File: config.mk
export PLATFORM = sky130hd
export DESIGN_NAME = wdog_feed_timer
export DESIGN_NICKNAME = d
export VERILOG_FILES = /design/src/rtl/wdog_pkg.sv /design/src/rtl/wdog_tick_gen.sv /design/src/rtl/wdog_prescaler.sv /design/src/rtl/wdog_feed_dec.sv /design/src/rtl/wdog_feed_timer.sv
export SDC_FILE = /design/constraint.sdc
export NUM_CORES = 1
export LEC_CHECK = 0
export BUFFER_PORTS_ARGS = -buffer_cell sky130_fd_sc_hd__buf_2
export CORE_AREA = 5 5 108 85
export CTS_CLUSTER_DIAMETER = 150
export DETAILED_ROUTE_END_ITERATION = 6
export DIE_AREA = 0 0 113 90
export GPL_ROUTABILITY_DRIVEN = 0
export GPL_TIMING_DRIVEN = 0
export PLACE_DENSITY = 0.51
export SYNTH_ARGS = -nofsm -noshare
export SYNTH_HDL_FRONTEND = slang
export SYNTH_HIERARCHICAL = 1
export SYNTH_SLANG_ARGS = --single-unit
export TNS_END_PERCENT = 50
File: constraint.sdc
create_clock -name clk -period 2.48 [get_ports clk]
set_input_delay 0.124 -clock clk [delete_from_list [all_inputs] [get_ports clk]]
set_output_delay 0.124 -clock clk [all_outputs]
set_load 0.005 [all_outputs]
File: src/rtl/wdog_pkg.sv
package wdog_pkg;
    localparam logic [1:0] A_CTRL   = 2'd0;
    localparam logic [1:0] A_RELOAD = 2'd1;
    localparam logic [1:0] A_KEY1   = 2'd2;
    localparam logic [1:0] A_KEY2   = 2'd3;

    localparam logic [7:0] KEY1_VAL = 8'hA5;
    localparam logic [7:0] KEY2_VAL = 8'h5A;

    typedef enum logic [1:0] {
        SRC_PCLK  = 2'd0,
        SRC_WDOSC = 2'd1,
        SRC_XTAL  = 2'd2,
        SRC_XTAL2 = 2'd3
    } src_e;

    typedef struct packed {
        logic [2:0] presc;
        src_e       src;
        logic       run;
    } cfg_t;

    typedef enum logic {
        FD_IDLE  = 1'b0,
        FD_ARMED = 1'b1
    } feed_st_e;
endpackage

File: src/rtl/wdog_tick_gen.sv
module wdog_tick_gen
    import wdog_pkg::*;
#(
    parameter int DIV_W = 5
) (
    input  logic clk,
    input  logic rst_n,
    input  logic en_pclk,
    input  logic en_wdosc,
    input  logic en_xtal,
    input  src_e src,
    input  logic pwr_down,
    input  logic run,
    input  logic clr,
    output logic base_tick
);
    logic [DIV_W-1:0] div_d, div_q;
    logic             src_en;
    logic             step;

    always_comb begin
        unique case (src)
            SRC_PCLK:  src_en = en_pclk & ~pwr_down;
            SRC_WDOSC: src_en = en_wdosc;
            default:   src_en = en_xtal;
        endcase
        step      = src_en & run;
        base_tick = step && (div_q == {DIV_W{1'b1}});
        if (clr)       div_d = '0;
        else if (step) div_d = div_q + 1'b1;
        else           div_d = div_q;
    end

    always_ff @(posedge clk or negedge rst_n) begin
        if (!rst_n) div_q <= '0;
        else        div_q <= div_d;
    end
endmodule

File: src/rtl/wdog_prescaler.sv
module wdog_prescaler #(
    parameter int PRE_W = 12,
    parameter int SEL_W = 3
) (
    input  logic             clk,
    input  logic             rst_n,
    input  logic             base_tick,
    input  logic             clr,
    input  logic [SEL_W-1:0] sel,
    output logic             dec
);
    localparam int SEL_N  = 1 << SEL_W;
    localparam int W_OFFS = PRE_W - (SEL_N - 1);

    logic [PRE_W-1:0] pre_d, pre_q;
    logic [PRE_W-1:0] tap_mask [SEL_N];

    for (genvar g = 0; g < SEL_N; g++) begin : g_tap
        if (g == 0) begin : g_direct
            assign tap_mask[g] = '0;
        end else begin : g_div
            assign tap_mask[g] = {PRE_W{1'b1}} >> (PRE_W - (g + W_OFFS));
        end
    end

    always_comb begin
        dec = base_tick && ((pre_q & tap_mask[sel]) == tap_mask[sel]);
        if (clr)            pre_d = '0;
        else if (base_tick) pre_d = pre_q + 1'b1;
        else                pre_d = pre_q;
    end

    always_ff @(posedge clk or negedge rst_n) begin
        if (!rst_n) pre_q <= '0;
        else        pre_q <= pre_d;
    end
endmodule

File: src/rtl/wdog_feed_dec.sv
module wdog_feed_dec
    import wdog_pkg::*;
(
    input  logic       clk,
    input  logic       rst_n,
    input  logic       wr_en,
    input  logic [1:0] wr_addr,
    input  logic [7:0] wr_data,
    input  logic       clr,
    output logic       feed_ok,
    output logic       feed_bad
);
    feed_st_e st_d, st_q;
    logic     pend_d, pend_q;

    always_comb begin
        st_d     = st_q;
        pend_d   = pend_q;
        feed_ok  = 1'b0;
        feed_bad = 1'b0;
        if (wr_en) begin
            unique case (wr_addr)
                A_KEY1: begin
                    if (st_q == FD_IDLE && wr_data == KEY1_VAL) st_d = FD_ARMED;
                    else                                        feed_bad = 1'b1;
                end
                A_KEY2: begin
                    if (st_q == FD_ARMED && wr_data == KEY2_VAL) feed_ok  = 1'b1;
                    else                                         feed_bad = 1'b1;
                end
                default: begin
                    if (st_q == FD_ARMED || pend_q) feed_bad = 1'b1;
                    else if (wr_addr == A_CTRL)     pend_d   = 1'b1;
                end
            endcase
        end
        if (feed_ok || feed_bad || clr) begin
            st_d   = FD_IDLE;
            pend_d = 1'b0;
        end
    end

    always_ff @(posedge clk or negedge rst_n) begin
        if (!rst_n) begin
            st_q   <= FD_IDLE;
            pend_q <= 1'b0;
        end else begin
            st_q   <= st_d;
            pend_q <= pend_d;
        end
    end
endmodule

File: src/rtl/wdog_feed_timer.sv
module wdog_feed_timer
    import wdog_pkg::*;
#(
    parameter int         CNT_W      = 8,
    parameter int         PRE_W      = 12,
    parameter int         DIV_W      = 5,
    parameter logic [2:0] RST_PRESC  = 3'd7
) (
    input  logic       clk,
    input  logic       rst_n,
    input  logic       wr_en,
    input  logic [1:0] wr_addr,
    input  logic [7:0] wr_data,
    input  logic [1:0] rd_addr,
    output logic [7:0] rd_data,
    input  logic       en_pclk,
    input  logic       en_wdosc,
    input  logic       en_xtal,
    input  logic       pwr_down,
    input  logic       wd_mode_en,
    output logic       wdt_rst_req,
    output logic       wdt_irq
);
    localparam logic [CNT_W-1:0] RST_RELOAD = {CNT_W{1'b1}};
    localparam cfg_t RST_CFG = '{presc: RST_PRESC, src: SRC_PCLK, run: 1'b0};

    typedef struct packed {
        logic [CNT_W-1:0] cnt;
        logic [CNT_W-1:0] reload;
        cfg_t             act;
        cfg_t             shd;
        logic             tof;
        logic             rst_req;
    } state_t;

    localparam state_t RST_STATE = '{
        cnt: RST_RELOAD, reload: RST_RELOAD, act: RST_CFG,
        shd: RST_CFG, tof: 1'b0, rst_req: 1'b0
    };

    state_t state_d, state_q;
    logic   base_tick, dec, feed_ok, feed_bad;
    logic   counting, underflow, wd_rst, chain_clr;

    assign counting  = wd_mode_en | state_q.act.run;
    assign underflow = dec && (state_q.cnt == '0);
    assign wd_rst    = wd_mode_en & (feed_bad | (underflow & ~feed_ok));
    assign chain_clr = feed_ok | wd_rst;

    wdog_tick_gen #(.DIV_W(DIV_W)) u_tick (
        .clk(clk), .rst_n(rst_n),
        .en_pclk(en_pclk), .en_wdosc(en_wdosc), .en_xtal(en_xtal),
        .src(state_q.act.src), .pwr_down(pwr_down), .run(counting),
        .clr(chain_clr), .base_tick(base_tick)
    );

    wdog_prescaler #(.PRE_W(PRE_W), .SEL_W(3)) u_presc (
        .clk(clk), .rst_n(rst_n), .base_tick(base_tick),
        .clr(chain_clr), .sel(state_q.act.presc), .dec(dec)
    );

    wdog_feed_dec u_feed (
        .clk(clk), .rst_n(rst_n), .wr_en(wr_en), .wr_addr(wr_addr),
        .wr_data(wr_data), .clr(wd_rst),
        .feed_ok(feed_ok), .feed_bad(feed_bad)
    );

    always_comb begin
        state_d         = state_q;
        state_d.rst_req = 1'b0;
        if (wr_en && wr_addr == A_CTRL) begin
            state_d.shd.presc = wr_data[7:5];
            state_d.shd.src   = src_e'(wr_data[4:3]);
            state_d.shd.run   = wr_data[0];
            if (!wr_data[1]) state_d.tof = 1'b0;
        end
        if (wr_en && wr_addr == A_RELOAD) state_d.reload = wr_data[CNT_W-1:0];
        if (dec) begin
            if (state_q.cnt == '0) state_d.cnt = state_q.reload;
            else                   state_d.cnt = state_q.cnt - 1'b1;
        end
        if (underflow) state_d.tof = 1'b1;
        if (feed_ok) begin
            state_d.cnt = state_q.reload;
            state_d.act = state_q.shd;
        end
        if (wd_rst) begin
            state_d.cnt     = state_q.reload;
            state_d.rst_req = 1'b1;
        end
    end

    always_ff @(posedge clk or negedge rst_n) begin
        if (!rst_n) state_q <= RST_STATE;
        else        state_q <= state_d;
    end

    always_comb begin
        unique case (rd_addr)
            A_CTRL:   rd_data = {state_q.act.presc, state_q.act.src, 1'b0,
                                 state_q.tof, state_q.act.run};
            A_RELOAD: rd_data = 8'(state_q.reload);
            A_KEY1:   rd_data = 8'(state_q.cnt);
            default:  rd_data = 8'h00;
        endcase
    end

    assign wdt_rst_req = state_q.rst_req;
    assign wdt_irq     = state_q.tof & ~wd_mode_en;
endmodule

==> results.txt <==
HP Class = input port to asynchronous set/reset pin
# DRC = 0
Filler cells = 817
M1 wire length = 3650 um
Top FF cell, synth = dfrtp_1
routed length on met3 = 218 um
first-pass GRT wire length = 11300 um
Die X = 113 um
initial antenna violation count = 0
unrepaired setup endpoints after global routing = true
worst skew pair latency = 310 ps
area of the multi-input gates = 1470 um^2
met2 wire len = 2770 um
Static Leak = 0.00139 uW
port buffer count = 28
total of max-cap violations = 0
final worst slack = -11.4 ps
achievable clock frequency = 401 MHz
Final setup viols = 1
initial core utilization = 33.5%
Worst Setup EP = state_q[27]
Peak VDD IR = 0.312 mV
post-synthesis cell count = 258
Post-synth EDFFs = 0
largest net degree at the start of global routing = 50
Core Area = 8090 um^2
layout cells sized above 1 = 39.2%
post-synthesis mux area share = 12.4%
drt initial violations = 93
top routing layer in use = met4
Synth Area in XOR/XNOR = 3.23%
Compound-Gate Fraction of Synth Area = 12.7%
global-route usage over all layers = 13.8%
FF-to-FF path depth = 11
number of routed nets with antenna violations = 0
Seq/Total Area, Yosys = 46.3%
Synth Cell Area = 2710 um^2
placed wire-length estimate = 4620 um
Avg WL per Cell = 16.2 um
Top Ports = 30
Max-slew headroom = 22.4%
crit path time final = 2490 ps
Crit. Startpoint = u_tick/div_q[0]
CTS Root Cell = clkbuf_8
post-synthesis simple-gate area fraction = 20.8%
Clock Skew = 8.86 ps
total wire length = 6700 um
remaining global-route overflow = 0
Hold Fails Final Rpt = 0
NumNets Final = 329
CTS Sinks = 49
status = complete, but fails checks
Crit Path Max Fanout = 4
R2R Path End = state_q[27]
First-pass DRT Iterations = 5
Slew @ Worst Pin = 1160 ps
Post-synth ARST share = 100%
largest family of logic cells by synthesized area = simple AND/OR/NAND/NOR gates
Distinct cells, synth = 53
Total Power = 2000 uW
Slew Limit Fails = 0
syn nets = 282
floorplan row count = 29
Critical Path RT = 2710 ps
clk slew on worst S/H paths = 100 ps
Avg Inst Size Synth = 10.5 um^2
R2R setup slack = -10 ps
#FFs+latches synth = 49
die area = 10200 um^2
period utilization = 100%
Worst setup SP type = flip-flop
CTS Buffer Depth = 2
reg-to-reg startpoint = u_tick/div_q[0]
Num CTS Buffers = 5
register area = 1250 um^2
Pwr Density = 608 nW/um^2
vias in the first global route = 2073
Vias = 2119
# H-tree levels = 2
antenna cells = 0
synth warn = 6
CTS tree = built
Crit Path Class = flip-flop to flip-flop
Final TNS setup = -11.4 ps
Die H = 90 um
Crit. End Element = flip-flop
Area Growth Syn to Fin = 21.1%
crit path DAT = 2720 ps
Synth Area in Adders = 1.85%
failing checks = setup timing
vias per cell = 5.12
layout make-up:
| class | instances | area share (%) |
|---|---|---|
| plain buffers | 4 | 0.762 |
| multi-input cells | 192 | 44.6 |
| flip-flops and latches | 49 | 38.2 |
| clock buffers | 5 | 2.10 |
| repair buffers | 41 | 7.36 |
| inverters | 12 | 1.37 |
| clock inverters | 3 | 1.45 |
| well taps | 108 | 4.12 |
power breakdown:
| group | internal, uW | total (uW) | switching (uW) |
|---|---|---|---|
| combinational | 171 | 341 | 170 |
| clock | 308 | 610 | 301 |
| sequential | 945 | 1040 | 99.3 |
through the flow:
step	area (um^2)	utilization, %	cells	hold WS (ps)	setup slack (ps)
after floorplan	2710	-	258	-172	23.4
after global placement	2990	36.9	394	395	-537
after detailed placement	2990	36.9	394	405	-574
after CTS	3250	40.1	412	73.4	-64.4
after global routing	3280	40.6	414	94.8	-102
final	3280	40.6	414	24.9	-11.4
placed cells by master (no fill, tap or decap), types with 2 or more instances in the layout:
cell,Yosys,final
buf_2,0,28
dfrtp_1,27,26
nor2_1,25,24
dfstp_2,22,22
mux2_2,20,20
o21ai_0,19,19
nand2_1,16,16
a21oi_1,15,15
buf_4,0,12
mux2i_1,11,11
inv_1,12,11
nand3_1,9,7
nor3_1,7,7
xnor2_1,6,6
clkbuf_8,1,6
or3_1,5,5
nor3b_1,4,4
nand4_1,4,4
xor2_1,4,4
clkbuf_1,4,3
nor2b_1,3,3
nand3_2,0,2
nand2b_1,2,2
or4b_4,2,2
o22ai_1,2,2
nand3b_1,2,2
o21ai_1,2,2
ha_1,4,2
inv_6,0,2
worst min path at each step:
stage                          start  depth (start not counted)          endpoint  slack (ps)
after global placement    wr_data[2]                          2       state_q[16]         400
after CTS                      rst_n                          1  u_presc/pre_q[9]          70
after detailed placement  wr_data[2]                          2       state_q[16]         410
final                          rst_n                          1  u_presc/pre_q[1]          20
after floorplan                rst_n                          0       state_q[10]        -170
after global routing      wr_data[5]                          2        state_q[5]          90
synthesized netlist by cell type, types with 2 or more instances:
cell type,n,area (um^2)
clkbuf_1,4,15.0
nor2_1,25,93.8
or4b_4,2,27.5
nand2b_1,2,12.5
nand2_1,16,60.1
nand3b_1,2,15.0
nor3b_1,4,30.0
xnor2_1,6,52.6
xor2_1,4,35.0
nand3_1,9,45.0
dfrtp_1,27,676
nand4_1,4,25.0
or3_1,5,31.3
a21o_1,2,15.0
dfstp_2,22,578
o22ai_1,2,12.5
o21ai_1,2,10.0
inv_1,12,45.0
ha_1,4,50.1
a21oi_1,15,75.1
nor3b_2,2,25.0
nor3_1,7,35.0
nor2b_1,3,18.8
mux2i_1,11,110
mux2_2,20,225
o21ai_0,19,95.1
what timing repair did:
item                                    4_1_cts  5_1_grt
endpoints found under the setup margin       26       14
hold buffers                                  0        0
resized for setup                            17        5
hold endpoints to repair                      0        0
pin swaps                                     8        6
setup buffers                                10        3
sequential cells by signal (all words and copies together) (netlist names):
signal and flops:
state_q 29, u_tick/div_q 5, u_presc/pre_q 12, wdt_rst_req 1, u_feed/st_q 1, u_feed/pend_q 1
logic make-up (layout without fill, tap and decap cells):
logic type | count (synthesis) | count (layout)
muxes | 31 | 31
adders and majority gates | 4 | 4
xor gates and xnor gates | 10 | 10
buffers and inverters | 17 | 65
and+or+nand+nor | 93 | 93
DFF | 49 | 49
AOI/OAI and AO/OA | 54 | 54
critical path: stages (launching register included):
cell and delay, ps:
dfrtp_1 370, ha_2 180, and3_4 190, ha_4 130, inv_2 40, nor2_4 110, o2111a_2 270, buf_6 110
or4b_4 490, o31a_1 300, o21ai_1 120, o21ai_1 90
routing by layer:
metal	track usage, %	vias to the layer above
met5	0	-
met4	3.90	0
met3	2.82	5
met2	18.9	31
met1	21.7	1053
li1	-	1030
No activity file was read; power rests on OpenSTA's default activity.
